==> config.mk <==
export PLATFORM = sky130hd
export DESIGN_NAME = keypad_scanner
export DESIGN_NICKNAME = d
export VERILOG_FILES = /design/src/rtl/keypad_pkg.sv /design/src/rtl/keypad_sync.sv /design/src/rtl/keypad_timer.sv /design/src/rtl/keypad_col_drive.sv /design/src/rtl/keypad_scanner.sv
export SDC_FILE = /design/constraint.sdc
export NUM_CORES = 1
export LEC_CHECK = 0
export ABC_AREA = 0
export BUFFER_PORTS_ARGS = -buffer_cell sky130_fd_sc_hd__buf_2
export CELL_PAD_IN_SITES_DETAIL_PLACEMENT = 1
export CELL_PAD_IN_SITES_GLOBAL_PLACEMENT = 2
export CORE_MARGIN = 5
export CORE_UTILIZATION = 33
export DETAILED_ROUTE_END_ITERATION = 10
export GPL_TIMING_DRIVEN = 0
export PLACE_DENSITY = 0.83
export SLEW_MARGIN = 30
export SYNTH_ARGS = -nofsm -noshare
export SYNTH_HDL_FRONTEND = slang
export SYNTH_SLANG_ARGS = --single-unit
==> constraint.sdc <==
create_clock -name clk -period 2.05 [get_ports clk]
set_input_delay 0.3075 -clock clk [delete_from_list [all_inputs] [get_ports clk]]
set_output_delay 0.3075 -clock clk [all_outputs]
set_load 0.02 [all_outputs]
==> src/rtl/keypad_pkg.sv <==
// Shared types for the keypad scanner.
// Assumes: included first in compile order.
package keypad_pkg;

    // Scanner control states.
    typedef enum logic [1:0] {
        KP_SCAN     = 2'd0,  // rotating the low column
        KP_PRESS_DB = 2'd1,  // column frozen, filtering a closure
        KP_HELD     = 2'd2,  // key accepted and down
        KP_REL_DB   = 2'd3   // filtering an opening
    } kp_state_t;

endpackage

==> src/rtl/keypad_sync.sv <==
// Two-flop synchronizer for asynchronous pulled-up inputs.
// Assumes: inputs idle high, so reset loads all ones.
module keypad_sync #(
    parameter int WIDTH = 4
) (
    input  logic             clk,
    input  logic             rst_n,
    input  logic [WIDTH-1:0] async_in,
    output logic [WIDTH-1:0] sync_out
);
    logic [WIDTH-1:0] stage1;

    // Two register stages to resolve metastability.
    always_ff @(posedge clk) begin
        if (!rst_n) begin
            stage1   <= '1;
            sync_out <= '1;
        end else begin
            stage1   <= async_in;
            sync_out <= stage1;
        end
    end
endmodule

==> src/rtl/keypad_timer.sv <==
// Saturating cycle counter. done is high when LIMIT cycles have been counted.
// Assumes: LIMIT >= 1; clr takes priority over en.
module keypad_timer #(
    parameter int LIMIT = 4
) (
    input  logic clk,
    input  logic rst_n,
    input  logic clr,
    input  logic en,
    output logic done
);
    localparam int CW = (LIMIT > 1) ? $clog2(LIMIT) : 1;
    localparam logic [CW-1:0] LAST = CW'(LIMIT - 1);

    logic [CW-1:0] cnt;

    assign done = (cnt == LAST);

    // Count enabled cycles up to LAST, then hold.
    always_ff @(posedge clk) begin
        if (!rst_n || clr)
            cnt <= '0;
        else if (en && !done)
            cnt <= cnt + 1'b1;
    end

    assert_timer_bound_R4: assert property (@(posedge clk) disable iff (!rst_n)
        cnt <= LAST);
endmodule

==> src/rtl/keypad_col_drive.sv <==
// Decodes the active column index into active-low column drive lines.
// Assumes: col_idx < COLS.
module keypad_col_drive #(
    parameter int COLS = 4
) (
    input  logic [$clog2(COLS)-1:0] col_idx,
    output logic [COLS-1:0]         drive_n
);
    localparam int IW = $clog2(COLS);

    for (genvar i = 0; i < COLS; i++) begin : g_col
        // Line i is low only when it is the selected column.
        assign drive_n[i] = (col_idx != IW'(i));
    end
endmodule

==> src/rtl/keypad_scanner.sv <==
// Walking-zero matrix keypad scanner with press and release debounce.
// Assumes: SETTLE_CYCLES >= 3 so that the synchronized rows reflect the
// current column before sampling; one key pressed at a time (lowest row wins).
module keypad_scanner
    import keypad_pkg::*;
#(
    parameter int CLK_FREQ_HZ   = 50_000_000,
    parameter int DEBOUNCE_US   = 10_000,
    parameter int SETTLE_CYCLES = 4
) (
    input  logic       clk,
    input  logic       rst_n,
    output logic [3:0] col_drive_n,
    input  logic [3:0] row_sense_n,
    output logic [3:0] key_code,
    output logic       key_valid,
    output logic       key_held
);
    localparam int COLS      = 4;
    localparam int ROWS      = 4;
    localparam int DB_CYCLES = (CLK_FREQ_HZ / 1_000_000) * DEBOUNCE_US;
    localparam int CIW       = $clog2(COLS);
    localparam int RIW       = $clog2(ROWS);
    localparam int KW        = $clog2(COLS * ROWS);

    kp_state_t         state;
    logic [CIW-1:0]    col_q;
    logic [RIW-1:0]    row_q;
    logic [ROWS-1:0]   row_s;
    logic [RIW-1:0]    low_row;
    logic              any_low;
    logic              row_hi;
    logic              settle_done, settle_clr;
    logic              db_done, db_clr;

    keypad_sync #(.WIDTH(ROWS)) u_sync (
        .clk(clk), .rst_n(rst_n), .async_in(row_sense_n), .sync_out(row_s)
    );

    keypad_col_drive #(.COLS(COLS)) u_cols (
        .col_idx(col_q), .drive_n(col_drive_n)
    );

    keypad_timer #(.LIMIT(SETTLE_CYCLES)) u_settle (
        .clk(clk), .rst_n(rst_n), .clr(settle_clr), .en(1'b1), .done(settle_done)
    );

    keypad_timer #(.LIMIT(DB_CYCLES)) u_debounce (
        .clk(clk), .rst_n(rst_n), .clr(db_clr), .en(1'b1), .done(db_done)
    );

    // Lowest-numbered row reading low on the active column.
    always_comb begin
        low_row = '0;
        any_low = 1'b0;
        for (int i = ROWS - 1; i >= 0; i--) begin
            if (!row_s[i]) begin
                low_row = RIW'(i);
                any_low = 1'b1;
            end
        end
    end

    // Level of the locked row: high means the key is open.
    assign row_hi = row_s[row_q];

    // Settle timer restarts per column; debounce timer restarts on any level change.
    always_comb begin
        settle_clr = (state != KP_SCAN) || settle_done;
        db_clr     = (state == KP_SCAN) || (state == KP_HELD)
                   || (state == KP_PRESS_DB && row_hi)
                   || (state == KP_REL_DB && !row_hi);
    end

    // Scan, lock, debounce and release sequencing.
    always_ff @(posedge clk) begin
        if (!rst_n) begin
            state     <= KP_SCAN;
            col_q     <= '0;
            row_q     <= '0;
            key_code  <= '0;
            key_valid <= 1'b0;
        end else begin
            key_valid <= 1'b0;
            unique case (state)
                KP_SCAN: if (settle_done) begin
                    if (any_low) begin
                        state <= KP_PRESS_DB;
                        row_q <= low_row;
                    end else begin
                        col_q <= col_q + 1'b1;
                    end
                end
                KP_PRESS_DB: begin
                    if (row_hi) begin
                        state <= KP_SCAN;
                    end else if (db_done) begin
                        state     <= KP_HELD;
                        key_valid <= 1'b1;
                        key_code  <= KW'(col_q) * KW'(ROWS) + KW'(row_q);
                    end
                end
                KP_HELD: if (row_hi) state <= KP_REL_DB;
                KP_REL_DB: begin
                    if (!row_hi) begin
                        state <= KP_HELD;
                    end else if (db_done) begin
                        state <= KP_SCAN;
                        col_q <= col_q + 1'b1;
                    end
                end
                default: state <= KP_SCAN;
            endcase
        end
    end

    assign key_held = (state == KP_HELD) || (state == KP_REL_DB);

    assert_one_col_low_R2: assert property (@(posedge clk) disable iff (!rst_n)
        $countones(col_drive_n) == COLS - 1);

    assert_valid_held_R7: assert property (@(posedge clk) disable iff (!rst_n)
        key_valid |-> key_held);

    assert_valid_single_R7: assert property (@(posedge clk) disable iff (!rst_n)
        key_valid |=> !key_valid);

    assert_col_frozen_R8: assert property (@(posedge clk) disable iff (!rst_n)
        (key_held && $past(key_held)) |-> $stable(col_drive_n));
endmodule

==> flow_metrics.env <==
export IMPL_status="finished clean"
export IMPL_grt_pass1_wl_mm=7.98
export IMPL_io_pins=16
export IMPL_grt_remaining_overflow=0
export IMPL_cts_buffers=5
export IMPL_syn_nets=223
export IMPL_cpPeakStageDelay_ns=0.51
export IMPL_clock_fmax_mhz=506
export IMPL_min_period_over_period=0.964
export IMPL_post_synth_top_area_cell="dfxtp_1"
export IMPL_finalCriticalPeriod_ns=1.98
export IMPL_crit_fanout=4
export IMPL_synth_distinct_cells=38
export IMPL_viasPerCell=5.33
export IMPL_dieArea_um2=7320
export IMPL_start_kind="flip-flop"
export IMPL_die_w_um=85.6
export IMPL_cts_tree="yes"
export IMPL_synth_flop_cell="dfxtp_1"
export IMPL_dp_cells=298
export IMPL_cts_htree_levels=2
export IMPL_drv_slew=0
export IMPL_holdWs_ns=0.183
export IMPL_grtUsageTotal=0.134
export IMPL_cts_sinks=40
export IMPL_dpl_cell_area_um2=2050
export IMPL_grt_max_degree=14
export IMPL_diodes=0
export IMPL_dp_slack_ns=-0.181
export IMPL_wirelength_mm=4.53
export IMPL_p_sw_uw=346
export IMPL_ir_drop_uv=300
export IMPL_syn_avg_cell_area_um2=8.93
export IMPL_rows=27
export IMPL_p_sw_frac=0.227
export IMPL_cp_num_cells=4
export IMPL_port_buffers=15
export IMPL_yosys_warnings=0
export IMPL_wl_per_cell_um=14.6
export IMPL_async_reset_ff_frac=0
export IMPL_fillers=673
export IMPL_crit_start="u_debounce.cnt[6]"
export IMPL_hold_viol_final=0
export IMPL_start_util=0.340
export IMPL_dieHeight_um=85.6
export IMPL_drv_cap=0
export IMPL_finalPower_mw=1.52
export IMPL_ys_ff_latch=40
export IMPL_synth_top_area_share=0.425
export IMPL_ys_seq_area_frac=0.425
export IMPL_fin_area_um2=2240
export IMPL_syn2layout_area_growth_pct=19.0
export IMPL_drive_above_1_share=0.188
export IMPL_comb_power_share=0.044
export IMPL_synth_area_um2=1880
export IMPL_cp_data_required_time_ns=2.29
export IMPL_setup_ws_ns=0.0743
export IMPL_path_delay_family="simple AND/OR/NAND/NOR gates"
export IMPL_first_iter_violations=71
export IMPL_antenna_left=0
export IMPL_first_pass_iters=4
export IMPL_ff2ff_path_depth=4
export IMPL_grt_pass1_vias=1625
export IMPL_place_congestion=0.753
export IMPL_finalSetupViolations=0
export IMPL_antenna_found_initial=0
export IMPL_clockRootBuffer="clkbuf_8"
export IMPL_fin_nets=250
export IMPL_worstPathArrival_ns=2.21
export IMPL_power_per_cell_area_nw_per_um2=680
export IMPL_power_static_leakage_nw=0.763
export IMPL_clock_path_buffers=2
export IMPL_cp_cell_sequence="or4b_1 > or4_4 > or4b_1 > nand4_1"
export IMPL_dp_hpwl_mm=3.18
export IMPL_worstSetupPathType="reg2reg"
export IMPL_tightest_slew_ns=0.546
export IMPL_clkPwrFrac=0.432
export IMPL_cp_num_buf_inv=0
export IMPL_slowest_stage="or4b_1"
export IMPL_netlist_instances=211
export IMPL_intPower_mw=1.18
export IMPL_drc=0
export IMPL_max_slew_margin=0.636
export IMPL_crit_top_cell="or4b_1"
export IMPL_core_um2=5540
export IMPL_clk_pin_slew_worst_paths_ns=0.09
export IMPL_clkLatencyLatePin_ns=0.30
export IMPL_crit_path_end_kind="flip-flop"
export IMPL_r2r_setup_slack_ns=0.07
export IMPL_timing_rr_end="col_q[0]"
export IMPL_stdcell_count=311
export IMPL_seq_power_share=0.524
export IMPL_crit_path_end="col_q[0]"
export IMPL_rsz0062_at_grt="no"
export IMPL_min_path_type="in2reg"
export IMPL_synth_area_leaders="dfxtp_1, nand2_1, ha_1"
export IMPL_finalClockSkew_ns=0.00471
export IMPL_synth_edf_count=0
export IMPL_vias=1658
export IMPL_reg2reg_from="u_debounce.cnt[6]"
[final cells by class]
class | instances | area (um2) | area share
Sequential cell | 40 | 812 | 0.362
Tap cell | 72 | 90.1 | 0.0402
Multi-Input combinational cell | 150 | 1030 | 0.461
Clock inverter | 3 | 42.5 | 0.0190
Buffer | 10 | 40.0 | 0.0179
Inverter | 11 | 41.3 | 0.0184
Clock buffer | 5 | 68.8 | 0.0307
Timing Repair Buffer | 20 | 113 | 0.0502
[power by group through the flow]
stage | clock (mW) | combinational [mW] | sequential, mW
2_1_floorplan | 0 | 0.0456 | 0.817
5_1_grt | 0.714 | 0.0748 | 0.801
4_1_cts | 0.676 | 0.0653 | 0.800
3_3_place_gp | 0 | 0.0623 | 0.820
6_report | 0.659 | 0.0666 | 0.799
3_5_place_dp | 0 | 0.0643 | 0.820
[registers in the layout (all words and copies together) (netlist names), named ones only]
register and count:
state 1, u_sync.stage1 4, u_settle.cnt 2, u_sync.sync_out 4, row_q 2, key_code 4
key_valid 1, u_debounce.cnt 19, col_q 2
[kinds of logic (layout without fill, tap and decap cells)]
group	Yosys count	in the layout	share of synthesized area
and+or+nand+nor	95	95	0.297
DFF	40	40	0.425
AOI/OAI and AO/OA	34	34	0.116
buffers and inverters	21	49	0.0418
xor gates and xnor gates	9	9	0.0418
adders and majority gates	6	6	0.0398
muxes	6	6	0.0385
[per-layer routing]
layer | wire length, um | part of all wire | vias up | GRT usage
met5 | 0 | 0 | - | 0
met4 | 53 | 0.012 | 0 | 0.0388
met3 | 133 | 0.029 | 7 | 0.0336
met2 | 2110 | 0.47 | 16 | 0.213
met1 | 2240 | 0.49 | 810 | 0.180
li1 | - | - | 825 | -
[through the flow]
stage | TNS [ns] | utilization
after CTS | 0 | 0.399
after global placement | -1.28 | 0.370
after floorplan | 0 | -
final | 0 | 0.405
after global routing | 0 | 0.405
after detailed placement | -1.94 | 0.370
[Yosys cell counts (all sizes together), types with 5 or more instances]
library cell and count:
o21ai 6, a21oi 10, nand3 11, or4 5, clkbuf 10, nand2 22, ha 6, and4 5
a31oi 5, dfxtp 40, nand2b 8, inv 11, xor2 6, mux2i 5, nor2 9, nand4 11
[placed cells by master (no fill, tap or decap), types with 5 or more instances in the layout]
| master | count |
|---|---|
| and4_1 | 5 |
| dfxtp_1 | 35 |
| nand4_1 | 11 |
| nor2_1 | 9 |
| buf_2 | 16 |
| clkbuf_8 | 5 |
| ha_1 | 5 |
| xor2_1 | 6 |
| nand3_1 | 10 |
| a21oi_1 | 10 |
| o21ai_0 | 6 |
| buf_4 | 5 |
| a31oi_1 | 5 |
| clkbuf_1 | 8 |
| nand2b_1 | 8 |
| nand2_1 | 22 |
| mux2i_1 | 5 |
| inv_1 | 11 |
[worst min-delay path by stage]
stage,start,end,slack (ns),depth (start not counted)
global placement,u_sync.stage1[0],u_sync.sync_out[0],0.39,1
floorplan,u_sync.stage1[0],u_sync.sync_out[0],0.39,1
finish,row_sense_n[0],u_sync.stage1[0],0.18,2
CTS,row_sense_n[0],u_sync.stage1[0],0.18,2
global route,row_sense_n[2],u_sync.stage1[2],0.18,2
detailed placement,u_sync.stage1[3],u_sync.sync_out[3],0.40,1
[worst register-to-register path: stages (launching register included)]
cell     delay (ns)
dfxtp_4        0.35
or4b_1         0.51
or4_4          0.48
or4b_1         0.48
nand4_1        0.09
[repair_timing]
| action | 4_1_cts | 5_1_grt |
|---|---|---|
| setup endpoints to repair | 16 | 23 |
| gates cloned | 0 | 0 |
| resized for setup | 7 | 10 |
| hold buffers | 0 | 0 |
| hold endpoints to repair | 0 | 0 |
| pin swaps | 5 | 1 |
| setup buffers | 4 | 1 |
No activity file was read; power rests on OpenSTA's default activity.
